--- src/rtl/pix_ser_pkg.sv ---
package pix_ser_pkg;
    localparam int NUM_SLOTS = 7;
    localparam int NUM_LANES = 4;
    localparam int COLOR_W   = 8;
    localparam int SLOT_W    = $clog2(NUM_SLOTS);

    typedef enum logic [SLOT_W-1:0] {
        SLOT0 = 3'd0, SLOT1 = 3'd1, SLOT2 = 3'd2, SLOT3 = 3'd3,
        SLOT4 = 3'd4, SLOT5 = 3'd5, SLOT6 = 3'd6
    } slot_e;

    typedef enum logic [1:0] {
        MAP_18        = 2'd0,
        MAP_24_SPLIT  = 2'd1,
        MAP_24_COMPAT = 2'd2,
        MAP_18_ALT    = 2'd3
    } map_e;

    // bit k of a lane word is the bit sent in slot k
    typedef logic [NUM_LANES-1:0][NUM_SLOTS-1:0] lane_words_t;

    localparam logic [NUM_SLOTS-1:0] CLK_PATTERN = 7'b1100011;
endpackage

--- src/rtl/pix_slot_fsm.sv ---
module pix_slot_fsm
    import pix_ser_pkg::*;
(
    input  logic  clk,
    input  logic  rst,
    input  logic  bit_en,
    output slot_e slot
);
    slot_e state_q, state_d;

    always_ff @(posedge clk) begin
        if (rst) state_q <= SLOT0;
        else     state_q <= state_d;
    end

    always_comb begin
        state_d = state_q;
        if (bit_en) begin
            unique case (state_q)
                SLOT0:   state_d = SLOT1;
                SLOT1:   state_d = SLOT2;
                SLOT2:   state_d = SLOT3;
                SLOT3:   state_d = SLOT4;
                SLOT4:   state_d = SLOT5;
                SLOT5:   state_d = SLOT6;
                SLOT6:   state_d = SLOT0;
                default: state_d = SLOT0;
            endcase
        end
    end

    always_comb slot = state_q;
endmodule

--- src/rtl/pix_lane_mapper.sv ---
module pix_lane_mapper
    import pix_ser_pkg::*;
(
    input  logic [COLOR_W-1:0] red,
    input  logic [COLOR_W-1:0] green,
    input  logic [COLOR_W-1:0] blue,
    input  logic               hsync,
    input  logic               vsync,
    input  logic               den,
    input  map_e               mode,
    output lane_words_t        words
);
    localparam int SIX = 6;

    logic [SIX-1:0] r6, g6, b6;
    logic           split;

    always_comb begin
        split = (mode == MAP_24_SPLIT);
        r6 = split ? red[COLOR_W-1 -: SIX]   : red[SIX-1:0];
        g6 = split ? green[COLOR_W-1 -: SIX] : green[SIX-1:0];
        b6 = split ? blue[COLOR_W-1 -: SIX]  : blue[SIX-1:0];

        words    = '0;
        words[0] = {r6[0], r6[1], r6[2], r6[3], r6[4], r6[5], g6[0]};
        words[1] = {g6[1], g6[2], g6[3], g6[4], g6[5], b6[0], b6[1]};
        words[2] = {b6[2], b6[3], b6[4], b6[5], hsync, vsync, den};
        unique case (mode)
            MAP_24_SPLIT:  words[3] = {red[0], red[1], green[0], green[1],
                                       blue[0], blue[1], 1'b0};
            MAP_24_COMPAT: words[3] = {red[6], red[7], green[6], green[7],
                                       blue[6], blue[7], 1'b0};
            default:       words[3] = '0;
        endcase
    end
endmodule

--- src/rtl/pix_lane_output.sv ---
module pix_lane_output
    import pix_ser_pkg::*;
(
    input  logic                 clk,
    input  logic                 rst,
    input  logic                 bit_en,
    input  slot_e                slot,
    input  lane_words_t          words_in,
    input  logic                 mirror,
    output logic [NUM_LANES-1:0] lane_data,
    output logic                 lane_clk
);
    localparam logic [SLOT_W-1:0] LAST = SLOT_W'(NUM_SLOTS - 1);

    lane_words_t          words_q, words_use;
    logic                 mir_q, mir_use, first;
    logic [SLOT_W-1:0]    pos;
    logic [NUM_LANES-1:0] bits_next;

    always_comb begin
        first     = (slot == SLOT0);
        words_use = first ? words_in : words_q;
        mir_use   = first ? mirror   : mir_q;
        pos       = mir_use ? (LAST - SLOT_W'(slot)) : SLOT_W'(slot);
    end

    for (genvar l = 0; l < NUM_LANES; l++) begin : g_lane
        assign bits_next[l] = words_use[l][pos];
    end

    always_ff @(posedge clk) begin
        if (rst) begin
            words_q   <= '0;
            mir_q     <= 1'b0;
            lane_data <= '0;
            lane_clk  <= 1'b0;
        end else if (bit_en) begin
            if (first) begin
                words_q <= words_in;
                mir_q   <= mirror;
            end
            lane_data <= bits_next;
            lane_clk  <= CLK_PATTERN[slot];
        end
    end
endmodule

--- src/rtl/pix_lane_serializer.sv ---
module pix_lane_serializer
    import pix_ser_pkg::*;
(
    input  logic                 clk,
    input  logic                 rst,
    input  logic                 bit_en,
    input  logic [COLOR_W-1:0]   red,
    input  logic [COLOR_W-1:0]   green,
    input  logic [COLOR_W-1:0]   blue,
    input  logic                 hsync,
    input  logic                 vsync,
    input  logic                 den,
    input  logic [1:0]           map_sel,
    input  logic                 mirror,
    output logic [NUM_LANES-1:0] lane_data,
    output logic                 lane_clk
);
    slot_e       slot_cur;
    map_e        mode;
    lane_words_t words;

    always_comb mode = map_e'(map_sel);

    pix_slot_fsm u_fsm (
        .clk    (clk),
        .rst    (rst),
        .bit_en (bit_en),
        .slot   (slot_cur)
    );

    pix_lane_mapper u_map (
        .red   (red),
        .green (green),
        .blue  (blue),
        .hsync (hsync),
        .vsync (vsync),
        .den   (den),
        .mode  (mode),
        .words (words)
    );

    pix_lane_output u_out (
        .clk       (clk),
        .rst       (rst),
        .bit_en    (bit_en),
        .slot      (slot_cur),
        .words_in  (words),
        .mirror    (mirror),
        .lane_data (lane_data),
        .lane_clk  (lane_clk)
    );
endmodule

--- config.mk ---
export PLATFORM = sky130hd
export DESIGN_NAME = pix_lane_serializer
export DESIGN_NICKNAME = d
export VERILOG_FILES = /design/src/rtl/pix_ser_pkg.sv /design/src/rtl/pix_slot_fsm.sv /design/src/rtl/pix_lane_mapper.sv /design/src/rtl/pix_lane_output.sv /design/src/rtl/pix_lane_serializer.sv
export SDC_FILE = /design/constraint.sdc
export NUM_CORES = 1
export LEC_CHECK = 0
export ABC_AREA = 1
export BUFFER_PORTS_ARGS = -buffer_cell sky130_fd_sc_hd__buf_2
export CORE_ASPECT_RATIO = 0.7
export CORE_MARGIN = 2
export CORE_UTILIZATION = 50
export CTS_CLUSTER_DIAMETER = 200
export DETAILED_ROUTE_END_ITERATION = 8
export HOLD_SLACK_MARGIN = 0.06
export PLACE_DENSITY = 0.74
export SYNTH_ARGS = -nofsm -noshare
export SYNTH_HDL_FRONTEND = slang
export SYNTH_HIERARCHICAL = 1
export SYNTH_SLANG_ARGS = --single-unit
--- constraint.sdc ---
create_clock -name clk -period 2 [get_ports clk]
set_input_delay 0.4 -clock clk [delete_from_list [all_inputs] [get_ports clk]]
set_output_delay 0.4 -clock clk [all_outputs]
set_load 0.02 [all_outputs]
After elaboration in Yosys (flattened, before gate mapping)
Memory sizes are Yosys's and may differ from the RTL's. A register that Yosys moved wholly into a read port is not among the register bits.
Index checks and enable logic that the tools add are counted.
Operators by class
  add/subtract/negate cells: 1
  $lt $le $gt $ge: 1
  eq/ne operators: 7
  reduce and logical (&&, ||, !) cells: 1
  mux-type cells: 16
Operators with widths (count)
  two-way mux 28 bit: 1
  two-way mux 6 bit: 3
  case mux 3 bit (6 select lines): 1
  case mux 7 bit (2 select lines): 1
  binary-select mux 1 bit (select 3 bit): 4
  equality test 3 x 2 -> 1 bit (second input constant): 2
  equality test 3 bit (second input constant): 2
  two-way mux 1 bit: 5
  less-than comparator 3 x 4 -> 1 bit (second input constant): 1
  equality test 3 x 1 -> 1 bit (second input constant): 1
  logical NOT 3 bit: 1
  two-way mux 3 bit: 1
  subtractor 3 bit (first input constant): 1
  equality test 2 x 1 -> 1 bit (second input constant): 1
  equality test 2 bit (second input constant): 1
Storage, ports and cells
  output and inout port bits: 5
  logic and storage cells: 34
  register bits after elaboration: 36
  bits in read-only memories: 8
  input bits: 33
  memories kept: 1
Memories
  (no name shown): depth 8, bits a word 1, rd ports 1, clocked after Yosys merged registers in 1, wr ports 0, RTL line pix_lane_output.sv:43  | lane_clk <= CLK_PATTERN[slot];

Longest topological paths before layout
Gate-level depths: netlist of the first run.
  depth after elaboration: 5
  mapped depth: 16
  gate-level depth less buffers: 14

Cells and area by module
Netlist of the first run, hierarchy kept.
By module, submodules not included
  pix_lane_output: instances 1, seq. area each 680.7 sq um, cells an instance 381, area an instance 2243.4 sq um
  pix_lane_mapper: instances 1, seq. area each 0.0 sq um, cells an instance 80, area an instance 404.1 sq um
  pix_slot_fsm: instances 1, seq. area each 60.1 sq um, cells an instance 22, area an instance 140.1 sq um

Worst setup path before layout of the first run
No wires, ideal clock.
  path type: reg2reg
  start: register u_fsm.state_q[0] (netlist: u_fsm/slot[0])
  end: register u_out.lane_data[0]
  setup time: 109 ps
  arrival: 1745 ps
  clock period less this slack: 1854 ps
  path buffers: 1
  cell stages (with the launch flop): 14
  data required time: 1891 ps
  slack: 146 ps
  path through: dfxtp_1 -> inv_1 -> buf_2 -> ha_1 -> nand2_2 -> nand2_1 -> nand2_1 -> nand2_1 -> nand2_1 -> inv_1 -> nand3_1 -> nand3_1 -> nand2_1 -> inv_1
Between the ends
  longest elaborated chain between the ends: 5
  elaborated cells on any way between the ends: 7
  classes of those cells: add/sub (1); mux (5); reduce/logical (1)
RTL lines
  start: declaration: RTL line pix_slot_fsm.sv:9  | slot_e state_q, state_d;
  start signal: assignment: RTL line pix_slot_fsm.sv:13  | else state_q <= state_d;
  branches (longest 3 deep; another with subtractor 3 bit)
  binary-select mux 1 bit (select 3 bit) *: RTL line pix_lane_output.sv:28  | assign bits_next[l] = words_use[l][pos];
  two-way mux 1 bit (implied by the code) *: RTL line pix_lane_output.sv:28
  end signal: assignment: RTL line pix_lane_output.sv:42  | lane_data <= bits_next;
  end: declaration: RTL line pix_lane_output.sv:10  | output logic [NUM_LANES-1:0] lane_data,
Mark *: on every way between the ends. The select of a mux whose other input is x is not followed.
A chain may end at the register's enable or synchronous reset.

Worst setup path in the final report of the first run
  start: register u_fsm.state_q[0] (netlist: u_fsm/slot[0])
  end: register u_out.lane_data[3]
Same word-level chain as after synthesis.

==> results.sh, run 1 <==
export IMPL_status="completed"
export IMPL_synth_area_per_cell_um2=5.77
export IMPL_period_share_pct=86.8
export IMPL_globalplace_congestion=0.931
export IMPL_ys_async_sr_fraction_pct=0
export IMPL_numPortBuffers=37
export IMPL_clock_latency_ps=290
export IMPL_min_path_cells=4
export IMPL_hold_viol=0
export IMPL_die_x_um=93.2
export IMPL_p_switching_mw=0.785
export IMPL_antenna_found_initial=0
export IMPL_ios=38
export IMPL_crit_required_ps=2200
export IMPL_start_util_pct=52.5
export IMPL_synth_top_area_cell="dfxtp_1"
export IMPL_seq_area_frac_synth_pct=26.6
export IMPL_clock_sinks=37
export IMPL_cts_tree="done"
export IMPL_cts_repair_resized=0
export IMPL_peakVddDrop_mv=0.286
export IMPL_yosys_warnings=6
export IMPL_p_seq_share_pct=39.9
export IMPL_worstPathMaxFanout=8
export IMPL_fillers=542
export IMPL_yosys_top_cells_area="dfxtp_1 (27%), nand2_1 (22%), inv_1 (13%)"
export IMPL_die_y_um=66.5
export IMPL_rows=22
export IMPL_pwr_share_clk_pct=26.0
export IMPL_htreeDepth=2
export IMPL_setup_violations=0
export IMPL_grt_pass1_vias=2622
export IMPL_postCtsSetupBuffers=0
export IMPL_setup_tns_ps=0
export IMPL_routed_wl_um=7340
export IMPL_drive_gt1_share_pct=13.5
export IMPL_cts_reportedPaths_clkPinSlew_ps=80
export IMPL_grt_start_max_net_pins=50
export IMPL_drv_cap=0
export IMPL_detail_route_first_pass_iterations=4
export IMPL_fp_dieArea_um2=6200
export IMPL_dpl_hpwl_um=5220
export IMPL_coreArea_um2=5310
export IMPL_synth_cell_types=22
export IMPL_fin_nets=549
export IMPL_gr_total_overflow=0
export IMPL_diodes=0
export IMPL_routedWlPerCell_um=12.5
export IMPL_drtAntennaViolNets=0
export IMPL_synth_seq_cells=37
export IMPL_worstSetupPathType="register to register"
export IMPL_yosysTopAreaCellShare_pct=26.6
export IMPL_fmax_mhz=576
export IMPL_root_buffer="clkbuf_8"
export IMPL_track_usage_pct=25.4
export IMPL_cts_buffers=5
export IMPL_syn_nets=520
export IMPL_area_delta_synth_final_pct=11.1
export IMPL_internal_power_mw=1.30
export IMPL_vias=2963
export IMPL_layout_min_cycle_time_ps=1740
export IMPL_utilization_pct=58.3
export IMPL_start_kind="register"
export IMPL_skew_ps=3.38
export IMPL_rrSetupSlack_ps=260
export IMPL_p_leak_nw=1.83
export IMPL_synthCells=483
export IMPL_cts_hold_buffers=0
export IMPL_drc_errors=0
export IMPL_avgViaCountPerCell=5.06
export IMPL_drt_iter0_drc=182
export IMPL_hold_path_class="input port to register"
export IMPL_netlist_area_um2=2790
export IMPL_crit_path_end_kind="register"
export IMPL_synth_edf_count=0
export IMPL_drv_slew=0
export IMPL_swShare_pct=37.6
export IMPL_cts_buffer_depth=2
export IMPL_rr_worst_depth=11
export IMPL_grt_pass1_wl_um=12300
export IMPL_cp_arrival_ps=1940
export IMPL_yosys_most_used_dff="dfxtp_1"
export IMPL_rsz0062_at_grt="false"
export IMPL_power_frac_comb_pct=34.1
export IMPL_cellPowerDensity_nw_per_um2=674
-- layout make-up --
class / instances / area, um^2 / share of cell area [%]
clock buffers: 5 / 68.8 / 2.22
clock inverters: 3 / 22.5 / 0.727
inverters: 100 / 375 / 12.1
multi-input cells: 318 / 1510 / 48.6
flip-flops and latches: 37 / 741 / 23.9
well taps: 72 / 90.1 / 2.91
repair buffers: 50 / 295 / 9.53
-- state kept, by name (all words and copies together), names as in the netlist --
name / count
u_out/mir_q: 1
u_out/lane_data: 4
u_out/lane_clk: 1
u_fsm/slot: 3
u_out/words_q: 28
-- metal layers --
metal  GRT usage, %  share of wire (%)  vias up  routed length (um)
met5              0                  0        -                   0
met4           6.07               0.78        0                  57
met3           5.09                9.7        7                 713
met2           38.7                 40      130                2960
met1           36.7                 49     1285                3600
li1               -                  -     1541                   -
-- path summary, 6_finish.rpt --
kind,startpoint,to
worst min register to register,u_out/words_q[14]$_SDFFE_PP0P_,u_out/words_q[14]$_SDFFE_PP0P_
worst min-delay path,bit_en,u_out/lane_data[1]$_SDFFE_PP0P_
worst max register to register,u_fsm/slot[0]$_SDFFE_PP0P_,u_out/lane_data[3]$_SDFFE_PP0P_
worst max-delay path,u_fsm/slot[0]$_SDFFE_PP0P_,u_out/lane_data[3]$_SDFFE_PP0P_
-- metrics by stage --
step                      instances  setup WS, ps  hold slack, ps  power, mW  instance area (um^2)
after floorplan                 483           146             449       1.37                  2790
after global placement          577           104             460       1.54                  3000
after detailed placement        577          75.8             464       1.55                  3000
after CTS                       585           115             418       2.10                  3090
after global routing            585          81.5             444       2.26                  3100
final                           585           265             424       2.09                  3100
-- logic make-up (layout without fill, tap and decap cells) --
kind of cell / after synthesis / in the layout / synth area share (%)
flops: 37 / 37 / 26.6
other cells: 1 / 1 / 0.135
simple gates: 252 / 252 / 38.2
xor+xnor: 1 / 1 / 0.314
compound gates: 60 / 60 / 13.4
fa+ha+maj: 4 / 4 / 1.80
buf+inv: 128 / 158 / 19.6
-- placed cells by master (no fill, tap or decap) --
master,instances
nand2_1,161
inv_1,96
nand3_1,57
buf_2,37
dfxtp_1,37
o211ai_1,29
nor2_1,18
a21oi_1,17
buf_4,12
o21ai_0,10
nand3b_1,8
clkbuf_8,5
nand2_2,5
inv_2,4
o21ai_1,4
ha_1,3
clkinv_4,2
or2_1,2
clkinv_2,1
conb_1,1
buf_12,1
nor2_2,1
xor2_1,1
ha_2,1
-- synthesized netlist by cell type (4+ instances only) --
| master | n |
|---|---|
| clkbuf_1 | 9 |
| nand2_2 | 5 |
| buf_4 | 9 |
| o211ai_1 | 29 |
| buf_2 | 5 |
| nand3b_1 | 8 |
| a21oi_1 | 17 |
| o21ai_0 | 10 |
| nand2_1 | 161 |
| nand3_1 | 57 |
| dfxtp_1 | 37 |
| inv_1 | 96 |
| nor2_1 | 19 |
| o21ai_1 | 4 |
| inv_2 | 4 |
| ha_1 | 4 |
-- critical path, cell delays in order, from the launching register on --
cell and delay (ps):
dfxtp_1 320, inv_1 80, ha_2 260, nand2_2 110
nand2_1 120, nand3_1 80, nand2_1 270, nand2_1 100
nand3_1 110, nand3_1 90, nand2_1 80, inv_1 30
-- power by group through the flow --
stage,logic (mW),registers [mW],clock network [mW]
final,0.712,0.833,0.544
after global routing,0.813,0.842,0.604
after CTS,0.705,0.833,0.566
after detailed placement,0.701,0.850,0
after global placement,0.693,0.848,0
after floorplan,0.506,0.862,0
No activity file was read; power rests on OpenSTA's default activity.
==> run 2, diff against run 1 <==
--- a/config.mk
+++ b/config.mk
@@ -6,7 +6,7 @@
 export NUM_CORES = 1
 export LEC_CHECK = 0
 export ABC_AREA = 1
-export BUFFER_PORTS_ARGS = -buffer_cell sky130_fd_sc_hd__buf_2
+export BUFFER_PORTS_ARGS = -buffer_cell sky130_fd_sc_hd__buf_4
 export CORE_ASPECT_RATIO = 0.7
 export CORE_MARGIN = 2
 export CORE_UTILIZATION = 50
@@ -14,6 +14,7 @@
 export DETAILED_ROUTE_END_ITERATION = 8
 export HOLD_SLACK_MARGIN = 0.06
 export PLACE_DENSITY = 0.74
+export REMOVE_ABC_BUFFERS = 1
 export SYNTH_ARGS = -nofsm -noshare
 export SYNTH_HDL_FRONTEND = slang
 export SYNTH_HIERARCHICAL = 1
==> results.sh, run 2 (synthesis gave the netlist of run 1 again) <==
export IMPL_antenna_found_initial=0
export IMPL_drc_errors=0
export IMPL_layout_min_cycle_time_ps=1790
export IMPL_p_leak_nw=1.88
export IMPL_rsz0062_at_grt="false"
export IMPL_hold_viol=0
export IMPL_cts_reportedPaths_clkPinSlew_ps=80
export IMPL_hold_path_class="input port to register"
export IMPL_largest_reg_flops=28
export IMPL_worstPathMaxFanout=21
export IMPL_coreArea_um2=5310
export IMPL_worstSetupPathType="register to register"
export IMPL_rows=22
export IMPL_post_place_cells=577
export IMPL_crit_required_ps=2210
export IMPL_routedWlPerCell_um=11.7
export IMPL_cts_hold_buffers=0
export IMPL_root_buffer="clkbuf_8"
export IMPL_r2r_start="u_fsm/slot[1]$_SDFFE_PP0P_"
export IMPL_crit_path_end_kind="register"
export IMPL_rrSetupSlack_ps=210
export IMPL_routed_wl_um=6850
export IMPL_met1_length_um=3260
export IMPL_track_usage_pct=23.7
export IMPL_pwr_share_clk_pct=30.1
export IMPL_swShare_pct=34.8
export IMPL_place_area_um2=3120
export IMPL_fin_area_um2=3230
export IMPL_worstReg2RegEnd="u_out/lane_data[0]$_SDFFE_PP0P_"
export IMPL_p_seq_share_pct=37.3
export IMPL_cp_arrival_ps=2000
export IMPL_area_delta_synth_final_pct=16.0
export IMPL_fin_nets=549
export IMPL_fmax_mhz=558
export IMPL_ios=38
export IMPL_peakVddDrop_mv=0.310
export IMPL_die_x_um=93.2
export IMPL_cts_buffers=5
export IMPL_start_util_pct=52.5
export IMPL_vias=2994
export IMPL_hp_start="rst"
export IMPL_met3_length_um=502
export IMPL_clock_sinks=37
export IMPL_start_kind="register"
export IMPL_detail_route_first_pass_iterations=5
export IMPL_skew_ps=4.05
export IMPL_grt_pass1_vias=2682
export IMPL_dpl_hpwl_um=4910
export IMPL_cts_repair_resized=0
export IMPL_postCtsSetupBuffers=0
export IMPL_pre_cts_ws_ps=119
export IMPL_rr_worst_depth=13
export IMPL_drv_slew=0
export IMPL_min_path_cells=4
export IMPL_min_to="u_out/lane_data[2]$_SDFFE_PP0P_"
export IMPL_setup_violations=0
export IMPL_wl_met2_um=3000
export IMPL_mostFrequentLayoutCells="nand2_1 (161), inv_1 (96), nand3_1 (57), buf_4 (47), dfxtp_1 (37)"
export IMPL_drv_cap=0
export IMPL_top_register="u_out/words_q"
export IMPL_drt_iter0_drc=156
export IMPL_utilization_pct=60.9
export IMPL_top_layer="met4"
export IMPL_setup_ws_ps=206
export IMPL_htreeDepth=2
export IMPL_setup_tns_ps=0
export IMPL_grt_pass1_wl_um=11800
export IMPL_final_cells=585
export IMPL_avgViaCountPerCell=5.12
export IMPL_grt_start_max_net_pins=43
export IMPL_diodes=0
export IMPL_whs_ps=407
export IMPL_status="completed"
export IMPL_numPortBuffers=37
export IMPL_power_frac_comb_pct=32.6
export IMPL_die_y_um=66.5
export IMPL_cellPowerDensity_nw_per_um2=692
export IMPL_gr_total_overflow=0
export IMPL_cts_buffer_depth=2
export IMPL_cts_tree="done"
export IMPL_fp_dieArea_um2=6200
export IMPL_period_share_pct=89.7
export IMPL_p_switching_mw=0.780
export IMPL_clock_latency_ps=300
export IMPL_globalplace_congestion=0.877
export IMPL_internal_power_mw=1.46
export IMPL_final_common_cell="nand2_1"
export IMPL_drive_gt1_share_pct=13.1
export IMPL_power_mw=2.24
export IMPL_drtAntennaViolNets=0
-- run 2: cell count changes in the layout (fill, tap and decap cells not counted), sizes merged --
cell,before,now
clkinvlp,0,1
clkinv,3,1
bufinv,0,1
-- run 2: worst max-delay path by stage --
stage / start / end / cells after the start
2_1_floorplan: u_fsm/slot[0]$_SDFFE_PP0P_ / u_out/lane_data[0]$_SDFFE_PP0P_ / 11
3_3_place_gp: map_sel[0] / u_out/lane_data[3]$_SDFFE_PP0P_ / 14
3_5_place_dp: map_sel[1] / u_out/lane_data[3]$_SDFFE_PP0P_ / 15
4_1_cts: u_fsm/slot[0]$_SDFFE_PP0P_ / u_out/lane_data[0]$_SDFFE_PP0P_ / 13
5_1_grt: u_fsm/slot[1]$_SDFFE_PP0P_ / u_out/lane_data[0]$_SDFFE_PP0P_ / 13
6_report: u_fsm/slot[1]$_SDFFE_PP0P_ / u_out/lane_data[0]$_SDFFE_PP0P_ / 13
-- run 2: power groups by stage --
stage | combinational [mW] | clock [mW] | sequential, mW
3_3_place_gp | 0.707 | 0 | 0.850
5_1_grt | 0.829 | 0.726 | 0.843
3_5_place_dp | 0.718 | 0 | 0.851
4_1_cts | 0.724 | 0.690 | 0.835
2_1_floorplan | 0.452 | 0 | 0.865
6_report | 0.730 | 0.674 | 0.835
-- run 2: area by class of cell --
cell class | count | area (um^2)
Timing Repair Buffer | 50 | 413
Fill cell | 498 | 2080
Clock buffer | 5 | 68.8
Clock inverter | 3 | 46.3
Inverter | 100 | 375
Multi-Input combinational cell | 318 | 1500
Sequential cell | 37 | 741
Tap cell | 72 | 90.1
-- run 2: critical path: stages, from the launching register on --
cell and delay [ps]:
dfxtp_1 340, inv_1 60, ha_1 260, nand2_2 140, buf_4 250, nand2_1 100
nand3_1 100, nand2_1 70, nand2_1 70, nand2_1 70, nand2_1 60, nand3_1 80
nand2_1 80, inv_1 30
-- run 2: layer usage --
layer	up-vias	track usage [%]
met1	1330	31.2
li1	1544	-
met4	0	8.09
met5	-	0
met3	14	4.86
met2	106	38.7
==> run 3, diff against run 2 <==
--- a/config.mk
+++ b/config.mk
@@ -6,14 +6,15 @@
 export NUM_CORES = 1
 export LEC_CHECK = 0
 export ABC_AREA = 1
-export BUFFER_PORTS_ARGS = -buffer_cell sky130_fd_sc_hd__buf_4
 export CORE_ASPECT_RATIO = 0.7
 export CORE_MARGIN = 2
 export CORE_UTILIZATION = 50
 export CTS_CLUSTER_DIAMETER = 200
 export DETAILED_ROUTE_END_ITERATION = 8
+export DONT_BUFFER_PORTS = 1
 export HOLD_SLACK_MARGIN = 0.06
-export PLACE_DENSITY = 0.74
+export PLACE_DENSITY = 0.68
+export RECOVER_POWER = 100
 export REMOVE_ABC_BUFFERS = 1
 export SYNTH_ARGS = -nofsm -noshare
 export SYNTH_HDL_FRONTEND = slang
==> results.sh, run 3 (synthesis gave the netlist of run 1 again) <==
export IMPL_whs_ps=255
export IMPL_hold_path_class="input port to register"
export IMPL_post_place_cells=539
export IMPL_final_common_cell="nand2_1"
export IMPL_die_x_um=93.2
export IMPL_pwr_share_clk_pct=34.6
export IMPL_start_util_pct=52.5
export IMPL_fin_area_um2=2950
export IMPL_cp_arrival_ps=1940
export IMPL_coreArea_um2=5310
export IMPL_utilization_pct=55.5
export IMPL_rrSetupSlack_ps=250
export IMPL_area_delta_synth_final_pct=5.79
export IMPL_r2r_start="u_fsm/slot[0]$_SDFFE_PP0P_"
export IMPL_die_y_um=66.5
export IMPL_cts_tree="done"
export IMPL_start_kind="register"
export IMPL_worstPathMaxFanout=8
export IMPL_drv_cap=0
export IMPL_cpMostUsedCell="nand2_1"
export IMPL_drc_errors=0
export IMPL_slowest_stage="dfxtp_1"
export IMPL_setup_violations=0
export IMPL_clock_latency_ps=290
export IMPL_mostFrequentLayoutCells="nand2_1 (160), inv_1 (96), nand3_1 (57), dfxtp_1 (37), o211ai_1 (29)"
export IMPL_final_cells=547
export IMPL_fmax_mhz=572
export IMPL_crit_chain="inv_1 > ha_1 > nand2_2 > nand2_1 > nand3_1 > nand2_1 > nand2_1 > nand3_1 > nand3_1 > nand2_1 > inv_1"
export IMPL_cellPowerDensity_nw_per_um2=764
export IMPL_htreeDepth=2
export IMPL_drt_iter0_drc=205
export IMPL_ios=38
export IMPL_hold_viol=0
export IMPL_p_seq_share_pct=37.7
export IMPL_status="completed"
export IMPL_grt_pass1_wl_um=11800
export IMPL_drtAntennaViolNets=0
export IMPL_gr_total_overflow=0
export IMPL_antenna_found_initial=0
export IMPL_top_register="u_out/words_q"
export IMPL_crit_path_end_kind="register"
export IMPL_fillers=554
export IMPL_numPortBuffers=0
export IMPL_place_area_um2=2810
export IMPL_worstSetupPathType="register to register"
export IMPL_internal_power_mw=1.53
export IMPL_swShare_pct=32.2
export IMPL_globalplace_congestion=0.817
export IMPL_drv_slew=0
export IMPL_worstReg2RegEnd="u_out/lane_data[3]$_SDFFE_PP0P_"
export IMPL_rows=22
export IMPL_rsz0062_at_grt="false"
export IMPL_dpl_hpwl_um=4720
export IMPL_p_leak_nw=1.70
export IMPL_vias=2745
export IMPL_p_switching_mw=0.724
export IMPL_grt_pass1_vias=2559
export IMPL_slowest_delay_ps=320
export IMPL_drive_gt1_share_pct=6.32
export IMPL_hp_start="rst"
export IMPL_fin_nets=511
export IMPL_fp_dieArea_um2=6200
export IMPL_period_share_pct=87.4
export IMPL_avgViaCountPerCell=5.02
export IMPL_cts_reportedPaths_clkPinSlew_ps=80
export IMPL_routedWlPerCell_um=12.5
export IMPL_routed_wl_um=6860
export IMPL_clock_sinks=37
export IMPL_crit_start="u_fsm/slot[0]$_SDFFE_PP0P_"
export IMPL_detail_route_first_pass_iterations=5
export IMPL_root_buffer="clkbuf_8"
export IMPL_skew_ps=6.54
export IMPL_cts_buffers=5
export IMPL_postCtsSetupBuffers=0
export IMPL_cts_buffer_depth=2
export IMPL_rr_worst_depth=11
export IMPL_peakVddDrop_mv=0.364
export IMPL_track_usage_pct=24.0
export IMPL_crit_required_ps=2200
export IMPL_diodes=0
export IMPL_endpoint="u_out/lane_data[3]$_SDFFE_PP0P_"
export IMPL_grt_start_max_net_pins=72
export IMPL_largest_reg_flops=28
export IMPL_power_frac_comb_pct=27.7
export IMPL_layout_min_cycle_time_ps=1750
run 3: cell count changes in the layout (fill, tap and decap cells not counted):
cell	previous run	this run
buf_12	3	1
clkinv_2	0	1
buf_6	0	1
or2_1	2	0
nand2_2	5	6
nand2_1	161	160
clkinv_4	1	0
clkinvlp_4	1	0
buf_4	47	10
or2_0	0	2
bufinv_16	1	2
run 3: critical path: cells and delay by family, from the launching register on:
kind          cells  cell delay, ps
flops             1             320
fa+ha+maj         1             240
simple gates      8             980
buf+inv           2             100
run 3: area by class of cell:
cell class                 instances  area (um^2)  area share, %
multi-input combinational        318         1500           51.0
sequential                        37          741           25.1
inverter                         100          375           12.7
timing repair buffer              12          106           3.61
tap                               72         90.1           3.05
clock buffer                       5         68.8           2.33
clock inverter                     3         65.1           2.21
run 3: per-layer routing:
layer,vias up,wire length [um],track usage [%]
li1,1469,-,-
met1,1206,3410,32.9
met2,68,2910,38.3
met3,2,508,6.79
met4,0,30,3.49
met5,-,0,0
run 3: worst min path at each step:
stage                                      endpoint  slack (ps)  cells after the start
floorplan             u_out/words_q[0]$_SDFFE_PP0P_         450                      2
global placement     u_out/words_q[19]$_SDFFE_PP0P_         460                      2
detailed placement   u_out/words_q[13]$_SDFFE_PP0P_         460                      2
CTS                 u_out/lane_data[2]$_SDFFE_PP0P_         240                      3
global route        u_out/lane_data[3]$_SDFFE_PP0P_         240                      3
finish              u_out/lane_data[3]$_SDFFE_PP0P_         250                      3
run 3: power groups by stage:
stage / registers (mW) / logic (mW) / clock network (mW)
final: 0.849 / 0.623 / 0.779
after CTS: 0.849 / 0.614 / 0.805
after global placement: 0.864 / 0.601 / 0
after floorplan: 0.865 / 0.452 / 0
after global routing: 0.857 / 0.723 / 0.828
after detailed placement: 0.866 / 0.610 / 0
run 3: repair_timing:
action | CTS | global route
endpoints found under the setup margin | 0 | 1
hold buffers | 0 | 0
gates resized for setup | 0 | 2
run 3: metrics by stage:
| step | total power [mW] | setup slack, ps | setup TNS [ps] |
|---|---|---|---|
| after floorplan | 1.32 | -565 | -8090 |
| after global placement | 1.47 | 261 | 0 |
| after detailed placement | 1.48 | 255 | 0 |
| after CTS | 2.27 | 233 | 0 |
| after global routing | 2.41 | 67.5 | 0 |
| final | 2.25 | 253 | 0 |
